[src/rtl/mmove_pkg.sv]
// Shared definitions for the memory-move copy engine.
// Assumes byte-addressed memory and one byte moved per beat.
package mmove_pkg;

    localparam logic [2:0] MM_TYPE_CODE = 3'b110;

    typedef enum logic [2:0] {
        ST_IDLE,
        ST_FLUSH,
        ST_READ,
        ST_WAIT,
        ST_WRITE,
        ST_DONE
    } mm_state_t;

endpackage

[src/rtl/mmove_decode.sv]
// Splits the command word into its fields and judges its legality.
// Assumes the layout: type [31:29], reserved [28:25], no-flush [24], count [23:0].
module mmove_decode
    import mmove_pkg::*;
#(
    parameter int CNT_W = 24
) (
    input  logic [31:0]      cmd_word,
    input  logic             prefetch_en,
    output logic             legal,
    output logic             need_flush,
    output logic [CNT_W-1:0] count
);
    localparam int TYPE_LSB = 29;
    localparam int RSVD_LSB = 25;
    localparam int NF_BIT   = 24;

    logic type_ok;
    logic rsvd_ok;
    logic no_flush;

    // Field extraction and legality checks.
    always_comb begin
        type_ok    = (cmd_word[31:TYPE_LSB] == MM_TYPE_CODE);
        rsvd_ok    = (cmd_word[TYPE_LSB-1:RSVD_LSB] == '0);
        no_flush   = cmd_word[NF_BIT];
        legal      = type_ok && rsvd_ok;
        need_flush = prefetch_en && !no_flush;
        count      = cmd_word[CNT_W-1:0];
    end

endmodule

[src/rtl/mmove_window.sv]
// Compares the upper bits of an address with the register-window base.
// Assumes the window is a naturally aligned power-of-two block.
module mmove_window #(
    parameter int HI_W = 25
) (
    input  logic [HI_W-1:0] addr_hi,
    input  logic [HI_W-1:0] base_hi,
    output logic            hit
);
    // Equality of the upper address bits.
    always_comb hit = (addr_hi == base_hi);

endmodule

[src/rtl/mmove_regfile.sv]
// Byte-wide local register file behind the address window.
// Assumes one combinational read port and one synchronous write port.
module mmove_regfile #(
    parameter int IDX_W = 7
) (
    input  logic             clk,
    input  logic             rst_n,
    input  logic             we,
    input  logic [IDX_W-1:0] widx,
    input  logic [7:0]       wdata,
    input  logic [IDX_W-1:0] ridx,
    output logic [7:0]       rdata
);
    localparam int DEPTH = 1 << IDX_W;

    logic [7:0] regs [DEPTH];

    // Clear on reset and take one byte write per cycle.
    always_ff @(posedge clk) begin
        if (!rst_n) begin
            for (int i = 0; i < DEPTH; i++) regs[i] <= '0;
        end else if (we) begin
            regs[widx] <= wdata;
        end
    end

    // Asynchronous read of the selected register.
    always_comb rdata = regs[ridx];

endmodule

[src/rtl/mmove_ctrl.sv]
// Sequencer for one copy: idle, optional flush, then read/write per byte, then done.
// Assumes a single outstanding read and the window hit flags for the current addresses.
module mmove_ctrl
    import mmove_pkg::*;
#(
    parameter int ADDR_W = 32,
    parameter int CNT_W  = 24
) (
    input  logic              clk,
    input  logic              rst_n,
    input  logic              start,
    input  logic              legal,
    input  logic              need_flush,
    input  logic [CNT_W-1:0]  count_in,
    input  logic [ADDR_W-1:0] src_in,
    input  logic [ADDR_W-1:0] dst_in,
    input  logic              src_int,
    input  logic              dst_int,
    input  logic [7:0]        rf_rdata,
    input  logic              rd_req_ready,
    input  logic              rd_rsp_valid,
    input  logic [7:0]        rd_rsp_data,
    input  logic              wr_ready,
    output logic [ADDR_W-1:0] cur_src,
    output logic [ADDR_W-1:0] cur_dst,
    output logic              rd_req_valid,
    output logic              wr_valid,
    output logic [7:0]        byte_q,
    output logic              rf_we,
    output logic              busy,
    output logic              done,
    output logic              illegal_irq,
    output logic              flush_pulse
);
    mm_state_t         state;
    logic [CNT_W-1:0]  remain_q;
    logic              irq_q;
    logic              write_fire;

    // A byte leaves the engine either into the register file or over the bus.
    always_comb write_fire = (state == ST_WRITE) && (dst_int || wr_ready);

    // State, address, count and data registers.
    always_ff @(posedge clk) begin
        if (!rst_n) begin
            state    <= ST_IDLE;
            cur_src  <= '0;
            cur_dst  <= '0;
            remain_q <= '0;
            byte_q   <= '0;
            irq_q    <= 1'b0;
        end else begin
            irq_q <= 1'b0;
            case (state)
                ST_IDLE: begin
                    if (start) begin
                        if (!legal) begin
                            irq_q <= 1'b1;
                        end else begin
                            cur_src  <= src_in;
                            cur_dst  <= dst_in;
                            remain_q <= count_in;
                            if (need_flush)          state <= ST_FLUSH;
                            else if (count_in == '0) state <= ST_DONE;
                            else                     state <= ST_READ;
                        end
                    end
                end
                ST_FLUSH: begin
                    state <= (remain_q == '0) ? ST_DONE : ST_READ;
                end
                ST_READ: begin
                    if (src_int) begin
                        byte_q <= rf_rdata;
                        state  <= ST_WRITE;
                    end else if (rd_req_ready) begin
                        state <= ST_WAIT;
                    end
                end
                ST_WAIT: begin
                    if (rd_rsp_valid) begin
                        byte_q <= rd_rsp_data;
                        state  <= ST_WRITE;
                    end
                end
                ST_WRITE: begin
                    if (write_fire) begin
                        cur_src  <= cur_src + ADDR_W'(1);
                        cur_dst  <= cur_dst + ADDR_W'(1);
                        remain_q <= remain_q - CNT_W'(1);
                        state    <= (remain_q == CNT_W'(1)) ? ST_DONE : ST_READ;
                    end
                end
                ST_DONE: begin
                    state <= ST_IDLE;
                end
                default: begin
                    state <= ST_IDLE;
                end
            endcase
        end
    end

    // Port-level strobes derived from the current state.
    always_comb begin
        rd_req_valid = (state == ST_READ) && !src_int;
        wr_valid     = (state == ST_WRITE) && !dst_int;
        rf_we        = (state == ST_WRITE) && dst_int;
        busy         = (state != ST_IDLE);
        done         = (state == ST_DONE);
        flush_pulse  = (state == ST_FLUSH);
        illegal_irq  = irq_q;
    end

endmodule

[src/rtl/mmove_engine.sv]
// Top of the memory-move copy engine: decode, two window comparators,
// the sequencer and the local register file.
// Assumes reg_base_hi and the addresses stay stable while a copy runs.
module mmove_engine #(
    parameter int ADDR_W   = 32,
    parameter int CNT_W    = 24,
    parameter int WIN_BITS = 7
) (
    input  logic                       clk,
    input  logic                       rst_n,
    input  logic                       start,
    input  logic [31:0]                cmd_word,
    input  logic [ADDR_W-1:0]          src_addr,
    input  logic [ADDR_W-1:0]          dst_addr,
    input  logic                       prefetch_en,
    input  logic [ADDR_W-WIN_BITS-1:0] reg_base_hi,
    output logic                       rd_req_valid,
    input  logic                       rd_req_ready,
    output logic [ADDR_W-1:0]          rd_req_addr,
    input  logic                       rd_rsp_valid,
    input  logic [7:0]                 rd_rsp_data,
    output logic                       wr_valid,
    input  logic                       wr_ready,
    output logic [ADDR_W-1:0]          wr_addr,
    output logic [7:0]                 wr_data,
    output logic                       busy,
    output logic                       done,
    output logic                       illegal_irq,
    output logic                       flush_pulse
);
    localparam int HI_W  = ADDR_W - WIN_BITS;
    localparam int SIDES = 2;

    logic             legal;
    logic             need_flush;
    logic [CNT_W-1:0] count;
    logic [ADDR_W-1:0] cur_src;
    logic [ADDR_W-1:0] cur_dst;
    logic [ADDR_W-1:0] side_addr [SIDES];
    logic [SIDES-1:0]  side_hit;
    logic              rf_we;
    logic [7:0]        rf_rdata;
    logic [7:0]        byte_q;

    mmove_decode #(.CNT_W(CNT_W)) u_decode (
        .cmd_word    (cmd_word),
        .prefetch_en (prefetch_en),
        .legal       (legal),
        .need_flush  (need_flush),
        .count       (count)
    );

    // Source is side 0, destination is side 1.
    always_comb begin
        side_addr[0] = cur_src;
        side_addr[1] = cur_dst;
    end

    for (genvar g = 0; g < SIDES; g++) begin : g_win
        mmove_window #(.HI_W(HI_W)) u_win (
            .addr_hi (side_addr[g][ADDR_W-1:WIN_BITS]),
            .base_hi (reg_base_hi),
            .hit     (side_hit[g])
        );
    end

    mmove_ctrl #(.ADDR_W(ADDR_W), .CNT_W(CNT_W)) u_ctrl (
        .clk          (clk),
        .rst_n        (rst_n),
        .start        (start),
        .legal        (legal),
        .need_flush   (need_flush),
        .count_in     (count),
        .src_in       (src_addr),
        .dst_in       (dst_addr),
        .src_int      (side_hit[0]),
        .dst_int      (side_hit[1]),
        .rf_rdata     (rf_rdata),
        .rd_req_ready (rd_req_ready),
        .rd_rsp_valid (rd_rsp_valid),
        .rd_rsp_data  (rd_rsp_data),
        .wr_ready     (wr_ready),
        .cur_src      (cur_src),
        .cur_dst      (cur_dst),
        .rd_req_valid (rd_req_valid),
        .wr_valid     (wr_valid),
        .byte_q       (byte_q),
        .rf_we        (rf_we),
        .busy         (busy),
        .done         (done),
        .illegal_irq  (illegal_irq),
        .flush_pulse  (flush_pulse)
    );

    mmove_regfile #(.IDX_W(WIN_BITS)) u_regs (
        .clk   (clk),
        .rst_n (rst_n),
        .we    (rf_we),
        .widx  (cur_dst[WIN_BITS-1:0]),
        .wdata (byte_q),
        .ridx  (cur_src[WIN_BITS-1:0]),
        .rdata (rf_rdata)
    );

    // Bus-side address and data come straight from the sequencer registers.
    always_comb begin
        rd_req_addr = cur_src;
        wr_addr     = cur_dst;
        wr_data     = byte_q;
    end

endmodule

[config.mk]
export PLATFORM = sky130hd
export DESIGN_NAME = mmove_engine
export DESIGN_NICKNAME = d
export VERILOG_FILES = /design/src/rtl/mmove_pkg.sv /design/src/rtl/mmove_decode.sv /design/src/rtl/mmove_window.sv /design/src/rtl/mmove_regfile.sv /design/src/rtl/mmove_ctrl.sv /design/src/rtl/mmove_engine.sv
export SDC_FILE = /design/constraint.sdc
export NUM_CORES = 2
export LEC_CHECK = 0
export ABC_AREA = 0
export BUFFER_PORTS_ARGS = -buffer_cell sky130_fd_sc_hd__clkbuf_2
export CAP_MARGIN = 20
export CORE_MARGIN = 4
export CORE_UTILIZATION = 56
export DETAILED_ROUTE_END_ITERATION = 7
export GPL_ROUTABILITY_DRIVEN = 0
export PLACE_DENSITY_LB_ADDON = 0.3
export SLEW_MARGIN = 20
export SYNTH_ARGS = -nofsm -noshare
export SYNTH_HDL_FRONTEND = slang
export SYNTH_SLANG_ARGS = --single-unit
[constraint.sdc]
create_clock -name clk -period 4.3 [get_ports clk]
set_input_delay 0.43 -clock clk [delete_from_list [all_inputs] [get_ports clk]]
set_output_delay 0.43 -clock clk [all_outputs]
set_load 0.05 [all_outputs]
**Word level (Yosys, flattened, before mapping)**

Memory sizes are Yosys's and may differ from the RTL's. A register that Yosys moved wholly into a read port is not among the register bits.
Cells that the tools add are included.

- Flip-flop bits (word level): 100
- Bits in latches: 0
- RAM bits: 1024
- Memory bits (read-only): 0
- Bits of input ports: 136
- Output and inout port bits: 78
- Logic and storage cells: 83
- Memories: 1

- Add/sub/neg operators: 3
- Multipliers: 0
- Divide/modulo/power cells: 0
- Order comparisons: 0
- Eq/ne operators: 15
- Shift operators: 0
- Muxes and demuxes: 36
- Bitwise gates (word level): 0
- Reduce and logical (&&, ||, !) cells: 22

Memories:

| name | words | width | read ports | clocked after Yosys merged registers in | write ports | RTL line | text |
|---|---|---|---|---|---|---|---|
| u_regs.regs | 128 | 8 | 1 | 1 | 128 | mmove_regfile.sv:16 | `logic [7:0] regs [DEPTH];` |

Operators by type and width:

| operator | count |
|---|---|
| $mux W32 | 6 |
| $pmux W32 S2 | 2 |
| $mux W24 | 3 |
| $add A32 B1 Y32 const B | 2 |
| $eq A25 B25 Y1 | 2 |
| $logic_not A24 Y1 | 2 |
| $pmux W24 S2 | 1 |
| $mux W3 | 10 |
| $eq A24 B1 Y1 const B | 1 |
| $mux W8 | 3 |
| $sub A24 B1 Y24 const B | 1 |
| $mux W7 | 3 |
| $pmux W8 S2 | 1 |
| $pmux W3 S5 | 1 |
| $eq A3 B3 Y1 const B | 3 |
| $reduce_or A8 Y1 | 1 |
| $eq A3 B2 Y1 const B | 2 |
| $logic_and A1 B1 Y1 | 6 |
| $mux W1 | 6 |
| $ne A2 B1 Y1 const B | 3 |
| $reduce_and A3 Y1 | 2 |
| $reduce_and A5 Y1 | 1 |
| $logic_not A4 Y1 | 1 |
| $ne A2 B2 Y1 const B | 2 |
| 8 further kinds | 11 |

**Logic depth before layout (Yosys ltp)**

- Word-level depth: 7
- Depth in mapped cells: 13
- Depth with buffers taken out: 8

**By module**

From an unflattened synthesis, not the netlist that was laid out.

- Cell total of the unflattened synthesis: 3892
- Area, all modules: 54227.0 um^2

Modules (own cells, without submodules):

| module | instances | cells an instance | area each (um^2) | seq. area each (um^2) |
|---|---|---|---|---|
| mmove_regfile | 1 | 2932 | 47152.7 | 30749.5 |
| mmove_ctrl | 1 | 865 | 6307.3 | 2001.9 |
| mmove_window | 2 | 34 | 277.8 | 0.0 |
| mmove_decode | 1 | 27 | 211.5 | 0.0 |

**Worst setup path before layout**

Ideal clock, no wire load.

- Path kind: flip-flop to flip-flop
- From: register u_ctrl.cur_dst[11]
- To: memory u_regs.regs[69][0], enable pin
- Setup time: 0.384 ns
- Arrival: 2.928 ns
- Required time: 3.916 ns
- Setup slack: 0.988 ns
- Cell stages (with the launch flop): 12
- Buffers on the path: 4
- Period minus slack after synthesis: 3.312 ns
- Cells stage by stage: dfxtp_1 -> buf_2 -> xor2_1 -> nor4_1 -> nand4_1 -> or2_1 -> buf_6 -> nor2_2 -> nand4b_1 -> buf_2 -> clkbuf_1 -> o21ai_0

RTL lines:

| item | RTL line | text |
|---|---|---|
| from (decl) | mmove_ctrl.sv:25 | `output logic [ADDR_W-1:0] cur_dst,` |
| from (signal assigned) | mmove_ctrl.sv:61 | `cur_dst <= dst_in;` |
| from (signal assigned) | mmove_ctrl.sv:89 | `cur_dst <= cur_dst + ADDR_W'(1);` |
| to (decl) | mmove_regfile.sv:16 |  |

==> flow_metrics.env <==
export IMPL_syn_area_per_cell_um2=12.3
export IMPL_wl_per_cell_um=27.7
export IMPL_drv_cap=0
export IMPL_status="finished, final reports clean"
export IMPL_r2r_cells=10
export IMPL_synth_cell_type_count=74
export IMPL_p_per_area_nw_per_um2=409
export IMPL_wirelength_mm=163
export IMPL_cts_max_level=3
export IMPL_cp_arrival_ps=3940
export IMPL_cts_resized=0
export IMPL_finalHoldViolCount=0
export IMPL_layout_drive_gt1_share_pct=18.8
export IMPL_max_freq_mhz=282
export IMPL_die_y_um=320
export IMPL_io_pins=214
export IMPL_core_area_um2=96600
export IMPL_synth_common_cells="edfxtp_1, nor2_1, and3_1, nand2_1, clkbuf_1"
export IMPL_p_leak_nw=22.3
export IMPL_rsz0062_at_grt="no"
export IMPL_insertion_delay_ps=700
export IMPL_r2r_start="u_ctrl.cur_dst[12]$_SDFFE_PN0P_"
export IMPL_rows=114
export IMPL_cp_max_fo=60
export IMPL_cts_inserted_buffers=112
export IMPL_ys_flop_type="edfxtp_1"
export IMPL_area_delta_synth_final_pct=11.0
export IMPL_relSlewSlack_pct=20.2
export IMPL_hold_end="u_ctrl.cur_src[18]$_SDFFE_PN0P_"
export IMPL_peakVddDrop_v=0.000364
export IMPL_rrSetupSlack_ps=760
export IMPL_fin_tns_setup_ps=0
export IMPL_worst_ep_required_time_ps=4700
export IMPL_start_util_pct=56.4
export IMPL_crit_type="flip-flop to flip-flop"
export IMPL_rr_endpoint="u_regs.regs[107][1]$_SDFFCE_PN0P_"
export IMPL_final_cells=5876
export IMPL_yosysTopAreaCell="edfxtp_1"
export IMPL_synth_nets=4562
export IMPL_synth_most_common_cell="edfxtp_1"
export IMPL_fill_cells=7165
export IMPL_tightest_slew_ps=1190
export IMPL_ant_nets=0
export IMPL_finalSetupViolations=0
export IMPL_critPathLaunchType="flip-flop"
export IMPL_die_w_um=320
export IMPL_endpoint_kind="flip-flop"
export IMPL_layout_nets=4647
export IMPL_hold_start="src_addr[18]"
export IMPL_numPlacedInstances=5664
export IMPL_netlist_area_leader_share_pct=56.5
export IMPL_finalCritPeriodShare_pct=82.4
export IMPL_ys_warn_count=0
export IMPL_firstDrtPassIters=8
export IMPL_clock_sinks=1131
export IMPL_grt_start_max_net_pins=134
export IMPL_synth_seq_cells=1131
export IMPL_portBuffers=213
export IMPL_hold_path_depth=3
export IMPL_drc=0
export IMPL_skew_ps=24.1
export IMPL_gr_total_overflow=0
export IMPL_period_minus_slack_ps=3540
export IMPL_vias=39300
export IMPL_synth_edf_count=1024
export IMPL_grt_pass1_vias=37400
export IMPL_synthesis_area_um2=54400
export IMPL_grt_pass1_wl_mm=242
export IMPL_cts_tree="done"
export IMPL_drtIter0Drc=6380
export IMPL_seq_area_frac_synth_pct=60.4
export IMPL_synth_cells=4421
export IMPL_cts_root_buf="clkbuf_16"
export IMPL_grt_antenna_before_repair=5
export IMPL_synthArstFlopShare_pct=0
export IMPL_power_mw=24.7
export IMPL_clockBufferDepth=3
export IMPL_clk_pin_slew_ps=60
export IMPL_drv_slew=0
export IMPL_track_usage_pct=31.3
export IMPL_hold_path_class="primary input to flip-flop"
export IMPL_dieArea_um2=102000
export IMPL_viasPerCell=6.69
export IMPL_hpwl_mm=107
export IMPL_synth_area_leaders="edfxtp_1, mux4_2, and3_1"
[layer usage]
layer,share of wire (%),track usage [%]
met1,37,43.8
met2,46,47.6
met3,13,7.90
met4,4.5,12.2
met5,0.017,0
[cells in the final DEF, fill, tap and decap left out, drive strengths merged, types with 19 or more instances in the layout]
cell    instances
o32ai          19
nand2         508
a21oi         105
o211ai         19
nand4          27
o21ai         124
edfxtp       1024
a211oi         19
and3          533
clkbuf        355
xor2           47
nor3           54
buf           205
nor4           32
a22oi          25
mux4          242
a31oi          36
mux2i          57
o31ai          33
dfxtp         107
nor2          620
o22ai          32
nand3          92
and2           22
clkinv         52
[stage by stage]
step | util, % | hold slack, ps | area (µm²) | worst slack (ps)
6_report | 62.6 | 48.7 | 60400 | 756
4_1_cts | 62.6 | 11.2 | 60400 | 795
2_1_floorplan | - | 446 | 54400 | 988
3_5_place_dp | 58.9 | 463 | 56800 | 765
5_1_grt | 62.6 | 24.5 | 60400 | 624
3_3_place_gp | 58.9 | 460 | 56800 | 561
[sequential cells by signal (all words and copies together) (netlist names), named ones only]
| name | flops |
|---|---|
| u_ctrl.remain_q | 24 |
| u_ctrl.illegal_irq | 1 |
| u_ctrl.state | 3 |
| u_ctrl.cur_src | 32 |
| u_ctrl.cur_dst | 32 |
| u_regs.regs | 1024 |
| u_ctrl.byte_q | 8 |
[power by group]
group          internal (mW)  leakage (nW)  switching, mW
logic                  0.896          9.36           1.55
clock network           5.42          1.72           4.20
registers               12.4          11.3          0.300
total                   18.7          22.3           6.04
[final cells by class]
cell class | count | area [µm²] | area share (%)
diodes | 1 | 2.50 | 0.00414
clock buffers | 142 | 2950 | 4.88
clock inverters | 65 | 591 | 0.977
inverters | 13 | 48.8 | 0.0808
multi-input cells | 2826 | 19300 | 32.0
flip-flops and latches | 1131 | 32900 | 54.5
well taps | 1276 | 1600 | 2.64
repair buffers | 422 | 2970 | 4.91
[worst max path at each step]
stage / from / end / slack, ps / cells after the start
after global placement: reg_base_hi[5] / flip-flop / 560 / 9
after CTS: u_ctrl.cur_dst[12]$_SDFFE_PN0P_ / u_regs.regs[107][7]$_SDFFCE_PN0P_ / 800 / 10
after detailed placement: reg_base_hi[5] / u_regs.regs[107][3]$_SDFFCE_PN0P_ / 770 / 11
final: u_ctrl.cur_dst[12]$_SDFFE_PN0P_ / u_regs.regs[107][1]$_SDFFCE_PN0P_ / 760 / 10
after floorplan: u_ctrl.cur_dst[11]$_SDFFE_PN0P_ / u_regs.regs[69][0]$_SDFFCE_PN0P_ / 990 / 11
after global routing: u_ctrl.cur_dst[12]$_SDFFE_PN0P_ / u_regs.regs[75][3]$_SDFFCE_PN0P_ / 620 / 10
[critical path: stages, from the launching register on]
cell and delay (ps):
dfxtp_1 530, xor2_1 120, nor4_1 380, nand4_1 270, or2_1 360, nor2_2 300, nand4b_1 230, buf_12 300
buf_4 260, o21ai_0 230, buf_4 220
[cell families after synthesis]
logic type / Yosys count / synth area share [%]
adder cells (fa/ha/maj): 5 / 0.115
flip-flops: 1131 / 60.4
buffers and inverters: 464 / 4.22
XOR/XNOR: 51 / 0.821
AND/OR/NAND/NOR: 1968 / 17.3
AO/OA/AOI/OAI: 499 / 5.91
multiplexers: 303 / 11.2
[timing repair]
action,CTS,global route
hold endpoints to repair,4,0
hold buffers,4,0
endpoints found under the setup margin,0,0
setup buffers,0,0
(Power assumes the default switching activity.)
